--- src/rtl/dirc_pkg.sv ---
package dirc_pkg;
  typedef enum logic [1:0] {
    MK_INV   = 2'd0,
    MK_RECALL = 2'd1,
    MK_RDREP = 2'd2,
    MK_WRREP = 2'd3
  } msg_kind_e;

  typedef enum logic [1:0] {
    ST_IDLE,
    ST_ISSUE,
    ST_WAIT,
    ST_REPLY
  } dir_state_e;
endpackage

--- src/rtl/dirc_pick.sv ---
// Lowest-index set bit of a mask, as index and one-hot.
module dirc_pick #(
  parameter int N = 4,
  parameter int W = (N > 1) ? $clog2(N) : 1
) (
  input  logic [N-1:0] vec,
  output logic [W-1:0] idx,
  output logic [N-1:0] onehot
);
  always_comb begin
    idx = '0;
    for (int i = N - 1; i >= 0; i--) begin
      if (vec[i]) idx = W'(i);
    end
    onehot = (|vec) ? (N'(1) << idx) : '0;
  end
endmodule

--- src/rtl/dirc_store.sv ---
// Per-block presence vector and exclusive flag.
module dirc_store #(
  parameter int NPROC = 4,
  parameter int NBLK  = 8,
  parameter int BW    = $clog2(NBLK)
) (
  input  logic             clk,
  input  logic             rst_n,
  input  logic [BW-1:0]    rd_blk,
  output logic [NPROC-1:0] rd_pres,
  output logic             rd_excl,
  input  logic             wr_en,
  input  logic [BW-1:0]    wr_blk,
  input  logic [NPROC-1:0] wr_pres,
  input  logic             wr_excl
);
  logic [NPROC-1:0] pres_r [NBLK];
  logic             excl_r [NBLK];

  for (genvar b = 0; b < NBLK; b++) begin : g_ent
    logic hit;
    assign hit = wr_en && (wr_blk == BW'(b));
    always_ff @(posedge clk or negedge rst_n) begin
      if (!rst_n) begin
        pres_r[b] <= '0;
        excl_r[b] <= 1'b0;
      end else if (hit) begin
        pres_r[b] <= wr_pres;
        excl_r[b] <= wr_excl;
      end
    end
  end

  assign rd_pres = pres_r[rd_blk];
  assign rd_excl = excl_r[rd_blk];
endmodule

--- src/rtl/dirc_txn_fsm.sv ---
// One-transaction-at-a-time sequencer: invalidate/recall, collect acks, reply.
module dirc_txn_fsm
  import dirc_pkg::*;
#(
  parameter int NPROC = 4,
  parameter int NBLK  = 8,
  parameter int IDW   = $clog2(NPROC),
  parameter int BW    = $clog2(NBLK)
) (
  input  logic             clk,
  input  logic             rst_n,
  input  logic             req_valid,
  output logic             req_ready,
  input  logic             req_write,
  input  logic [IDW-1:0]   req_src,
  input  logic [BW-1:0]    req_blk,
  input  logic             ack_valid,
  input  logic [IDW-1:0]   ack_src,
  input  logic [NPROC-1:0] rd_pres,
  input  logic             rd_excl,
  output logic             dir_we,
  output logic [BW-1:0]    dir_blk,
  output logic [NPROC-1:0] dir_pres,
  output logic             dir_excl,
  output logic             msg_valid,
  output msg_kind_e        msg_kind,
  output logic [IDW-1:0]   msg_dst,
  output logic [IDW-1:0]   msg_req,
  output logic [BW-1:0]    msg_blk
);
  dir_state_e       state_q, state_d;
  logic [NPROC-1:0] pend_q, pend_d, wait_q, wait_d;
  logic [NPROC-1:0] pres_q, req_oh, src_oh, ack_oh, tgt_init, pick_oh;
  logic [IDW-1:0]   src_q, pick_idx;
  logic [BW-1:0]    blk_q;
  logic             wr_q, excl_q, load;

  assign req_oh = NPROC'(1) << req_src;
  assign src_oh = NPROC'(1) << src_q;
  assign ack_oh = ack_valid ? (NPROC'(1) << ack_src) : '0;

  // Caches that must give up their copy before the reply
  always_comb begin
    if (req_write)
      tgt_init = rd_pres & ~req_oh;
    else if (rd_excl && !(|(rd_pres & req_oh)))
      tgt_init = rd_pres;
    else
      tgt_init = '0;
  end

  dirc_pick #(.N(NPROC), .W(IDW)) u_pick (
    .vec(pend_q), .idx(pick_idx), .onehot(pick_oh)
  );

  always_comb begin
    state_d   = state_q;
    pend_d    = pend_q;
    wait_d    = wait_q & ~ack_oh;
    load      = 1'b0;
    req_ready = 1'b0;
    msg_valid = 1'b0;
    msg_kind  = MK_INV;
    msg_dst   = src_q;
    dir_we    = 1'b0;
    unique case (state_q)
      ST_IDLE: begin
        req_ready = 1'b1;
        if (req_valid) begin
          load    = 1'b1;
          pend_d  = tgt_init;
          wait_d  = '0;
          state_d = (|tgt_init) ? ST_ISSUE : ST_REPLY;
        end
      end
      ST_ISSUE: begin
        msg_valid = 1'b1;
        msg_kind  = wr_q ? MK_INV : MK_RECALL;
        msg_dst   = pick_idx;
        pend_d    = pend_q & ~pick_oh;
        wait_d    = (wait_q | pick_oh) & ~ack_oh;
        if (pend_d == '0) state_d = ST_WAIT;
      end
      ST_WAIT: begin
        if (wait_q == '0) state_d = ST_REPLY;
      end
      ST_REPLY: begin
        msg_valid = 1'b1;
        msg_kind  = wr_q ? MK_WRREP : MK_RDREP;
        dir_we    = 1'b1;
        state_d   = ST_IDLE;
      end
      default: state_d = ST_IDLE;
    endcase
  end

  always_ff @(posedge clk or negedge rst_n) begin
    if (!rst_n) begin
      state_q <= ST_IDLE;
      pend_q  <= '0;
      wait_q  <= '0;
    end else begin
      state_q <= state_d;
      pend_q  <= pend_d;
      wait_q  <= wait_d;
    end
  end

  always_ff @(posedge clk or negedge rst_n) begin
    if (!rst_n) begin
      src_q  <= '0;
      blk_q  <= '0;
      wr_q   <= 1'b0;
      pres_q <= '0;
      excl_q <= 1'b0;
    end else if (load) begin
      src_q  <= req_src;
      blk_q  <= req_blk;
      wr_q   <= req_write;
      pres_q <= rd_pres;
      excl_q <= rd_excl;
    end
  end

  assign dir_blk  = blk_q;
  assign dir_pres = wr_q ? src_oh : (pres_q | src_oh);
  assign dir_excl = wr_q | (excl_q && (pres_q == src_oh));
  assign msg_req  = src_q;
  assign msg_blk  = blk_q;
endmodule

--- src/rtl/dirc_home_ctrl.sv ---
module dirc_home_ctrl
  import dirc_pkg::*;
#(
  parameter int NPROC = 4,
  parameter int NBLK  = 8,
  parameter int IDW   = $clog2(NPROC),
  parameter int BW    = $clog2(NBLK)
) (
  input  logic           clk,
  input  logic           rst_n,
  input  logic           req_valid,
  output logic           req_ready,
  input  logic           req_write,
  input  logic [IDW-1:0] req_src,
  input  logic [BW-1:0]  req_blk,
  input  logic           ack_valid,
  input  logic [IDW-1:0] ack_src,
  output logic           msg_valid,
  output logic [1:0]     msg_kind,
  output logic [IDW-1:0] msg_dst,
  output logic [IDW-1:0] msg_req,
  output logic [BW-1:0]  msg_blk
);
  logic rst_meta, rst_sync;
  always_ff @(posedge clk or negedge rst_n) begin
    if (!rst_n) begin
      rst_meta <= 1'b0;
      rst_sync <= 1'b0;
    end else begin
      rst_meta <= 1'b1;
      rst_sync <= rst_meta;
    end
  end

  logic [NPROC-1:0] rd_pres, dir_pres;
  logic             rd_excl, dir_we, dir_excl;
  logic [BW-1:0]    dir_blk;
  msg_kind_e        kind;

  dirc_store #(.NPROC(NPROC), .NBLK(NBLK), .BW(BW)) u_store (
    .clk(clk), .rst_n(rst_sync),
    .rd_blk(req_blk), .rd_pres(rd_pres), .rd_excl(rd_excl),
    .wr_en(dir_we), .wr_blk(dir_blk), .wr_pres(dir_pres), .wr_excl(dir_excl)
  );

  dirc_txn_fsm #(.NPROC(NPROC), .NBLK(NBLK), .IDW(IDW), .BW(BW)) u_fsm (
    .clk(clk), .rst_n(rst_sync),
    .req_valid(req_valid), .req_ready(req_ready), .req_write(req_write),
    .req_src(req_src), .req_blk(req_blk),
    .ack_valid(ack_valid), .ack_src(ack_src),
    .rd_pres(rd_pres), .rd_excl(rd_excl),
    .dir_we(dir_we), .dir_blk(dir_blk), .dir_pres(dir_pres), .dir_excl(dir_excl),
    .msg_valid(msg_valid), .msg_kind(kind), .msg_dst(msg_dst),
    .msg_req(msg_req), .msg_blk(msg_blk)
  );

  assign msg_kind = kind;
endmodule

--- config.mk ---
export PLATFORM = sky130hd
export DESIGN_NAME = dirc_home_ctrl
export DESIGN_NICKNAME = d
export VERILOG_FILES = /design/src/rtl/dirc_pkg.sv /design/src/rtl/dirc_pick.sv /design/src/rtl/dirc_store.sv /design/src/rtl/dirc_txn_fsm.sv /design/src/rtl/dirc_home_ctrl.sv
export SDC_FILE = /design/constraint.sdc
export NUM_CORES = 1
export LEC_CHECK = 0
export BUFFER_PORTS_ARGS = -buffer_cell sky130_fd_sc_hd__buf_2
export CORE_MARGIN = 2
export CORE_UTILIZATION = 50
export CTS_CLUSTER_DIAMETER = 60
export DETAILED_ROUTE_END_ITERATION = 8
export GPL_ROUTABILITY_DRIVEN = 0
export HOLD_SLACK_MARGIN = 0.03
export PLACE_DENSITY = 0.75
export SYNTH_ARGS = -nofsm -noshare
export SYNTH_HDL_FRONTEND = slang
export SYNTH_SLANG_ARGS = --single-unit
export TNS_END_PERCENT = 5
--- constraint.sdc ---
create_clock -name clk -period 3.9 [get_ports clk]
set_input_delay 0 -clock clk [delete_from_list [all_inputs] [get_ports clk]]
set_output_delay 0 -clock clk [all_outputs]
set_load 0.02 [all_outputs]
======== After elaboration in Yosys (flattened, before gate mapping) ========
Cells that the tools add are included.
word-level totals
  flip-flop bits (word level) ............. 63
  input bits .............................. 12
  word-level logic and storage cells ...... 112
operators by class
  magnitude comparators ................... 1
  eq/ne operators ......................... 14
  shift-type cells ........................ 4
  muxes and demuxes ....................... 33
  bitwise logic cells ..................... 12
  reduce and logical (&&, ||, !) cells .... 22
operators by type and width
  kind                 number
  $mux 4               9
  $and 4x4->4          5
  $mux 2               9
  $pmux 4 s2           2
  $shl 1x2->4 const A  4
  $bmux 4 s3           1
  $eq 3x3->1 const B   4
  $not 4->4            3
  $reduce_or 4->1      3
  $logic_and 1x1->1    10
  $mux 1               9
  $logic_not 4->1      2
  $or 4x4->4           2
  $pmux 2 s4           1
  $eq 3x2->1 const B   2
  $eq 2x2->1 const B   2
  $eq 4x4->1           1
  $ge 4x4->1 const B   1
  $ne 2x1->1 const B   2
  $not 3->4            1
  $pmux 2 s2           1
  $bmux 1 s3           1
  $eq 3x1->1 const B   1
  $logic_not 3->1      1
  9 further kinds      9

======== Longest topological paths before layout ========
Gate-level depths: netlist of run 1.
  depth in word-level cells ............... 14
  depth in mapped cells ................... 8
  gate-level depth less buffers ........... 8

======== Modules after synthesis ========
A second synthesis of run 1 with hierarchy kept.
unflattened totals
  cells, all modules ...................... 253
  area, all modules ....................... 3324.4 µm²
modules (own cells, without submodules)
  module          instances  cells each  area each (µm²)  sequential area each (µm²)
  dirc_store      1          106         1884.3           1001.0
  dirc_txn_fsm    1          135         1330.0           525.5
  dirc_pick       1          9           56.3             0.0
  dirc_home_ctrl  1          3           53.8             50.0

======== Worst setup path after synthesis of run 1 ========
No wires, ideal clock.
  kind .................................... register to register
  start point ............................. register u_store.pres_r[17] in the netlist's numbering
  end point ............................... register u_fsm.pend_q[0]
  arrival time ............................ 1880 ps
  required time ........................... 3824 ps
  setup slack ............................. 1944 ps
  stages on the path, launching flop included .. 7
  path buffers ............................ 0
  clock period less this slack ............ 1956 ps
  path through ............................ dfrtp_1 > mux4_2 > mux2_4 > nand3b_2 > a41oi_2 > or4b_1 > o21ai_1
between the ends
  longest elaborated chain between the ends .. 11
ends and longest elaborated chain
  item                                        line                 RTL
  start: declaration                          dirc_store.sv:17     logic [NPROC-1:0] pres_r [NBLK];
  start signal: indexed assignment            dirc_store.sv:28     pres_r[b] <= wr_pres;
  $bmux 4 s3                                  dirc_store.sv:34     assign rd_pres = pres_r[rd_blk];
  $mux 4 (not written as such) (2 in series)  dirc_store.sv:34
  $and 4x4->4                                 dirc_txn_fsm.sv:46   else if (rd_excl && !(|(rd_pres & req_oh)))
  $reduce_or 4->1                             dirc_txn_fsm.sv:46
  $logic_not 1->1                             dirc_txn_fsm.sv:46
  $logic_and 1x1->1                           dirc_txn_fsm.sv:46
  $mux 4                                      dirc_txn_fsm.sv:46
  $mux 4                                      dirc_txn_fsm.sv:44   if (req_write)
  $mux 4                                      dirc_txn_fsm.sv:69   if (req_valid) begin
  $pmux 4 s2                                  dirc_txn_fsm.sv:66   unique case (state_q)
  end signal: assignment                      dirc_txn_fsm.sv:104  pend_q <= pend_d;
  end: declaration                            dirc_txn_fsm.sv:32   logic [NPROC-1:0] pend_q, pend_d, wait_q, wait_d;
Every way passes these cells. The select of a mux whose other input is x is not followed.
A chain may end at the register's enable or synchronous reset.

======== Worst setup path after layout of run 1 ========
  start point ............................. register u_fsm.state_q[0]
  end point ............................... register u_fsm.wait_q[3]
between the ends
  longest elaborated chain between the ends .. 2
ends and longest elaborated chain
  item                                           line                 RTL
  start: declaration                             dirc_txn_fsm.sv:31   dir_state_e state_q, state_d;
  start signal: assignment                       dirc_txn_fsm.sv:103  state_q <= state_d;
  $eq 2x1->1 or $logic_not 2->1 (tied branches)  dirc_txn_fsm.sv:66
  $pmux 4 s2 *                                   dirc_txn_fsm.sv:66
  via u_fsm.wait_d[3]                            dirc_txn_fsm.sv:32
  end signal: assignment                         dirc_txn_fsm.sv:105  wait_q <= wait_d;
  end: declaration                               dirc_txn_fsm.sv:32
The timed path passes the listed nets; every way through them passes the cells marked *.

==> results of run 1 <==
-- layout by cell type, fill, tap and decap left out, drive strengths merged, types with 2 or more instances in the layout --
| cell type | synthesis | layout |
|---|---|---|
| ha | 8 | 8 |
| nor2b | 5 | 5 |
| mux4 | 4 | 4 |
| clkbuf | 9 | 12 |
| dlygate4sd3 | 0 | 8 |
| mux2 | 8 | 8 |
| nor3b | 3 | 3 |
| nand4 | 2 | 2 |
| o21ai | 32 | 32 |
| nand2 | 44 | 44 |
| buf | 3 | 23 |
| dfrtp | 63 | 63 |
| nor2 | 35 | 35 |
| nand2b | 3 | 3 |
| o211ai | 2 | 2 |
| clkinv | 0 | 2 |
| a22oi | 3 | 3 |
| inv | 11 | 11 |
| mux2i | 15 | 15 |
| and3 | 5 | 5 |
| a211oi | 2 | 2 |
| a41oi | 2 | 2 |
| nor3 | 6 | 6 |
| a21oi | 30 | 30 |
| a31oi | 6 | 6 |
| nand4b | 4 | 4 |
| nand3 | 3 | 3 |
| bufinv | 0 | 2 |
-- layout make-up --
type / instances / area share, %
clock buffer: 12 / 3.77
clock inverter: 4 / 1.95
tap: 75 / 2.62
inverter: 11 / 1.15
timing repair buffer: 31 / 5.51
sequential: 63 / 44.0
multi-input combinational: 237 / 41.0
-- registers in the layout, indices dropped and copies added, names as in the netlist --
| register | flops |
|---|---|
| u_store.pres_r | 32 |
| u_store.excl_r | 8 |
| u_fsm.pend_q | 4 |
| u_fsm.pres_q | 4 |
| u_fsm.wait_q | 4 |
| u_fsm.dir_blk | 3 |
| u_fsm.msg_req | 2 |
| u_fsm.state_q | 2 |
| rst_meta | 1 |
| rst_sync | 1 |
| u_fsm.excl_q | 1 |
| u_fsm.wr_q | 1 |
-- per-layer routing --
layer,up-vias,global-route usage [%],routed length (um)
met1,1172,28.6,3130
met3,18,4.67,373
met4,0,7.30,138
met5,-,0,0
li1,1205,-,-
met2,63,34.5,3370
-- synth_stat cells (2+ instances only) --
master | count | share of area (%)
a211oi_1 | 2 | 0.48
a21oi_1 | 30 | 4.8
a22oi_1 | 3 | 0.72
a31oi_1 | 6 | 1.2
and3_1 | 5 | 0.99
clkbuf_1 | 9 | 1.1
dfrtp_1 | 63 | 50
ha_1 | 8 | 3.2
inv_1 | 11 | 1.3
mux2_2 | 7 | 2.5
mux2i_1 | 15 | 4.8
mux4_2 | 4 | 2.9
nand2_1 | 44 | 5.3
nand2b_1 | 3 | 0.60
nand3_1 | 3 | 0.48
nand4_1 | 2 | 0.40
nand4b_1 | 4 | 1.1
nor2_1 | 35 | 4.2
nor2b_1 | 5 | 0.99
nor3_1 | 6 | 0.96
nor3b_1 | 3 | 0.72
o211ai_1 | 2 | 0.48
o21ai_0 | 31 | 4.9
-- per-stage QoR --
stage,area [sq um],utilization [%]
floorplan,3140,-
global placement,3300,55.1
detailed placement,3300,55.1
CTS,3590,59.9
global route,3590,59.9
finish,3590,59.9
-- critical path: stages (launching register included) --
cell	delay [ps]
dfrtp_1	410
inv_1	100
ha_1	300
nand2_1	510
a2bb2oi_1	350
a31oi_1	60
dlygate4sd3_1	560
-- kinds of logic after synthesis --
kind of cell               share of synthesized area (%)
DFF                                                 50.1
adders and majority gates                           3.50
muxes                                               10.6
and+or+nand+nor                                     17.0
AOI/OAI and AO/OA                                   15.6
buffers and inverters                               3.02
other                                              0.119
-- timing repair --
| item | CTS | global route |
|---|---|---|
| endpoints found under the setup margin | 0 | 0 |
| endpoints found under the hold margin | 7 | 0 |
| hold buffers | 8 | 0 |
-- report_power, final --
part | total, mW | switching [mW] | internal [mW]
Clock | 0.592 | 0.233 | 0.358
Sequential | 1.20 | 0.252 | 0.951
Combinational | 1.20 | 0.717 | 0.480
Total | 2.99 | 1.20 | 1.79
-- path summary, 6_finish.rpt --
| kind | from | endpoint | slack, ps | cells after the start |
|---|---|---|---|---|
| hold reg to reg | rst_sync | u_fsm.pres_q[2] | 250 | 0 |
| setup reg to reg | u_fsm.state_q[0] | u_fsm.wait_q[3] | 1490 | 6 |
| hold / removal | req_blk[2] | u_fsm.dir_blk[2] | 40 | 2 |
| setup / recovery | u_fsm.state_q[0] | u_fsm.wait_q[3] | 1490 | 6 |
| max in group asynchronous | rst_sync | u_store.pres_r[31] | 2780 | 1 |
| min in group asynchronous | rst_sync | u_fsm.pres_q[2] | 250 | 0 |
==> flow_metrics.tcl, run 1 <==
set metrics [dict create \
    outcome "finished clean" \
    dp.cells 409 \
    tightest_slew_ps 1050 \
    die_width_um 83.3 \
    async_reset_ff_share_pct 100 \
    dr.pass1.iters 4 \
    timing.hold.ws_ps 42.3 \
    fillers 516 \
    initial_core_util_pct 52.5 \
    cts_made_buffers 9 \
    rows 28 \
    grt_pass1_vias 2384 \
    drive_above_1_share_pct 14.8 \
    syn_to_final_growth_pct 14.1 \
    cts_root_buf "clkbuf_8" \
    synth_nets 343 \
    ys.flop_type "dfrtp_1" \
    drtAntennaViolNets 0 \
    path_max_fanout 23 \
    pre_cts_ws_ps 1670 \
    synth-seq-cells 63 \
    io_buffers 22 \
    path_clk_slew_ps 70 \
    slew_viol_final 0 \
    core-area_sq_um 5990 \
    regArea_sq_um 1580 \
    crit_type "reg -> reg" \
    drc 0 \
    p_leak_nw 1.63 \
    fin_skew_ps 9.48 \
    fin_nets 373 \
    cts_resized 0 \
    worst_slack_ps 1490 \
    hp-class "in -> reg" \
    synthCells 323 \
    maxSlewHeadroom_pct 30.1 \
    grt_max_degree 40 \
    htreeDepth 3 \
    antenna_cells 0 \
    via_per_inst 5.68 \
    syn_area_sq_um 3140 \
    fp.dieH_um 83.3 \
    rsz0062_at_grt "no" \
    antenna_found_initial 0 \
    numClockSinks 63 \
    startpoint_type "flop" \
    hold_violations 0 \
    wirelength_um 7020 \
    synth_cell_types 45 \
    cp.arrival_ps 2630 \
    tns_ps 0 \
    max_freq_ghz 0.415 \
    cts_tree "built" \
    min_period_over_period_pct 61.7 \
    dpl.hpwl_um 4940 \
    instances_no_fill 433 \
    wire_per_inst_um 16.2 \
    seq_area_frac_synth_pct 50.1 \
    cp-end-kind "flop" \
    clk_latency_ps 330 \
    period_minus_slack_ps 2410 \
    grtUsageTotal_pct 21.4 \
    cts_setup_buffers 0 \
    ys_warn_count 0 \
    grt_pass1_wl_um 11700 \
    maxCapViolCount 0 \
    syn_avg_cell_area_sq_um 9.73 \
    dr_total_vias 2458 \
    dieArea_sq_um 6940 \
    setup_viol_count_final 0 \
    grt_overflow 0 \
    cts_buffer_depth 2 \
    drt_iter0_drc 161 \
    power_density_nw_per_um2 834 \
    boundaryPins 23 \
    multi_input_area_sq_um 1470 \
    ir_drop_mv 0.373 \
    power_mw 2.99 \
    required_ps 4120 \
    synth_edf_count 0 \
]
Power figures use the tool's default switching activity.
==> run 2: changes to the inputs <==
Settings changed: ABC_AREA set to 1, PLACE_DENSITY 0.75 to 0.78.
Clock period 3.9 ns to 2.2 ns, I/O delays scaled along.
==> flow_metrics.tcl, run 2 <==
set metrics [dict create \
    reg_top3 "u_store.pres_r x32, u_store.excl_r x8" \
    io_buffers 22 \
    cts_made_buffers 9 \
    grtUsageTotal_pct 22.0 \
    dieArea_sq_um 7190 \
    synth_area_leaders "dfrtp_1 48%, nand2_1 11%, o21ai_0 7.8%" \
    p_leak_nw 1.83 \
    fp.dieH_um 84.8 \
    core-area_sq_um 6310 \
    crit_slowest_cell "dfrtp_1" \
    max_freq_ghz 0.519 \
    fin_nets 459 \
    crit_chain "inv_1 > ha_1 > nand2_1 > o21ai_1 > o21ai_0 > o22ai_1" \
    clk_latency_ps 340 \
    synth_cell_types 28 \
    outcome "finished clean" \
    synth_nets 419 \
    antenna_found_initial 0 \
    cp-end-kind "flop" \
    tightest_slew_ps 524 \
    cts_setup_buffers 0 \
    maxCapViolCount 0 \
    grt_overflow 0 \
    rsz0062_at_grt "no" \
    slowest_delay_ps 410 \
    antenna_cells 0 \
    drtAntennaViolNets 0 \
    fin_skew_ps 5.55 \
    ys_warn_count 0 \
    dr_total_vias 2817 \
    wirelength_um 7550 \
    power_density_nw_per_um2 1350 \
    regMostFlops "u_store.pres_r" \
    dr.pass1.iters 6 \
    largest_register_ffs 32 \
    grt_pass1_vias 2581 \
    hp-class "in -> reg" \
    syn_to_final_growth_pct 13.6 \
    async_reset_ff_share_pct 100 \
    cp.arrival_ps 2180 \
    path_clk_slew_ps 70 \
    fin_util_pct 58.7 \
    htreeDepth 3 \
    initial_core_util_pct 51.7 \
    rows 29 \
    grt_max_degree 62 \
    drt_iter0_drc 248 \
    yosysTopAreaCell "dfrtp_1" \
    hold_violations 0 \
    dpl.hpwl_um 5170 \
    via_per_inst 5.43 \
    crit_type "reg -> reg" \
    synthCells 399 \
    syn_area_sq_um 3260 \
    final_cell_mix "97 x nand2_1, 62 x dfrtp_1, 56 x inv_1" \
    power_mw 5.00 \
    wire_per_inst_um 14.6 \
    netlist.area_leader.share_pct 48.3 \
    seq_area_frac_synth_pct 48.3 \
    ys.flop_type "dfrtp_1" \
    tns_ps 0 \
    cts_root_buf "clkbuf_8" \
    instances_no_fill 519 \
    synth-seq-cells 63 \
    synth_common_cells "97 x nand2_1, 63 x dfrtp_1, 56 x inv_1, 51 x o21ai_0, 34 x nand3_1" \
    final_common_cell "nand2_1" \
    path_max_fanout 13 \
    cts_buffer_depth 2 \
    grt_pass1_wl_um 12200 \
    ir_drop_mv 0.617 \
    slew_viol_final 0 \
    cts_tree "built" \
    min_period_over_period_pct 87.6 \
    drc 0 \
    maxSlewHeadroom_pct 64.9 \
    startpoint_type "flop" \
    synth_edf_count 0 \
    period_minus_slack_ps 1930 \
    numClockSinks 63 \
    setup_viol_count_final 0 \
    dp.cells 498 \
    drive_above_1_share_pct 16.1 \
    boundaryPins 23 \
    synth.most_common_cell "nand2_1" \
    syn_avg_cell_area_sq_um 8.18 \
    die_width_um 84.8 \
    required_ps 2460 \
]
==> run 2: layout make-up <==
type	instances	area, sq um
flip-flops and latches	63	1580
inverters	58	218
clock buffers	12	145
multi-input cells	269	1400
well taps	77	96.3
clock inverters	2	10.0
fillers	554	2610
repair buffers	38	260
==> run 2: final timing paths <==
kind | depth (start not counted) | slack, ps | to | from
worst max-delay path | 6 | 270 | u_fsm.pend_q[2] | u_fsm.state_q[0]
worst min-delay path | 4 | 70 | u_fsm.pend_q[0] | req_write
worst max register to register | 6 | 270 | u_fsm.pend_q[2] | u_fsm.state_q[0]
worst min register to register | 1 | 270 | u_store.pres_r[23] | rst_sync
max in group asynchronous | 3 | 1570 | rst_sync | rst_n
min in group asynchronous | 1 | 270 | u_store.pres_r[23] | rst_sync
==> run 2: stage by stage <==
step           hold slack, ps  worst slack, ps  cell area, sq um
2_1_floorplan            -296              316              3260
3_3_place_gp             -215              471              3480
3_5_place_dp             -213              384              3480
4_1_cts                  63.8              196              3700
5_1_grt                  87.8             97.7              3710
6_report                 65.2              272              3710
==> run 2: per-layer routing <==
metal	track usage (%)	wire, um
met3	4.13	388
met5	0	0
met4	12.8	263
met2	32.7	3470
met1	30.2	3430
==> run 2: critical path, delay by kind of cell (launching register included) <==
kind                       cells  cell delay, ps
AOI/OAI and AO/OA              3             790
DFF                            1             410
and+or+nand+nor                1             280
adders and majority gates      1             250
buffers and inverters          1             120
==> run 2: power by group <==
part	internal [mW]	switching (mW)	leakage (nW)
sequential	1.67	0.291	0.766
combinational	0.808	1.40	0.980
clock	0.424	0.410	0.0821
total	2.90	2.10	1.83
==> run 2: what timing repair did <==
item,CTS,global route
setup endpoints to repair,0,1
resized for setup,0,1
hold endpoints to repair,8,0
hold buffers,7,0
==> run 2: cells by family (layout without fill, tap and decap cells) <==
kind of cell,Yosys count,in the layout,share of synthesized area [%]
other,1,1,0.115
adders and majority gates,8,8,3.07
DFF,63,63,48.3
muxes,12,12,4.14
AOI/OAI and AO/OA,87,87,14.5
buffers and inverters,67,110,8.86
and+or+nand+nor,161,161,21.0
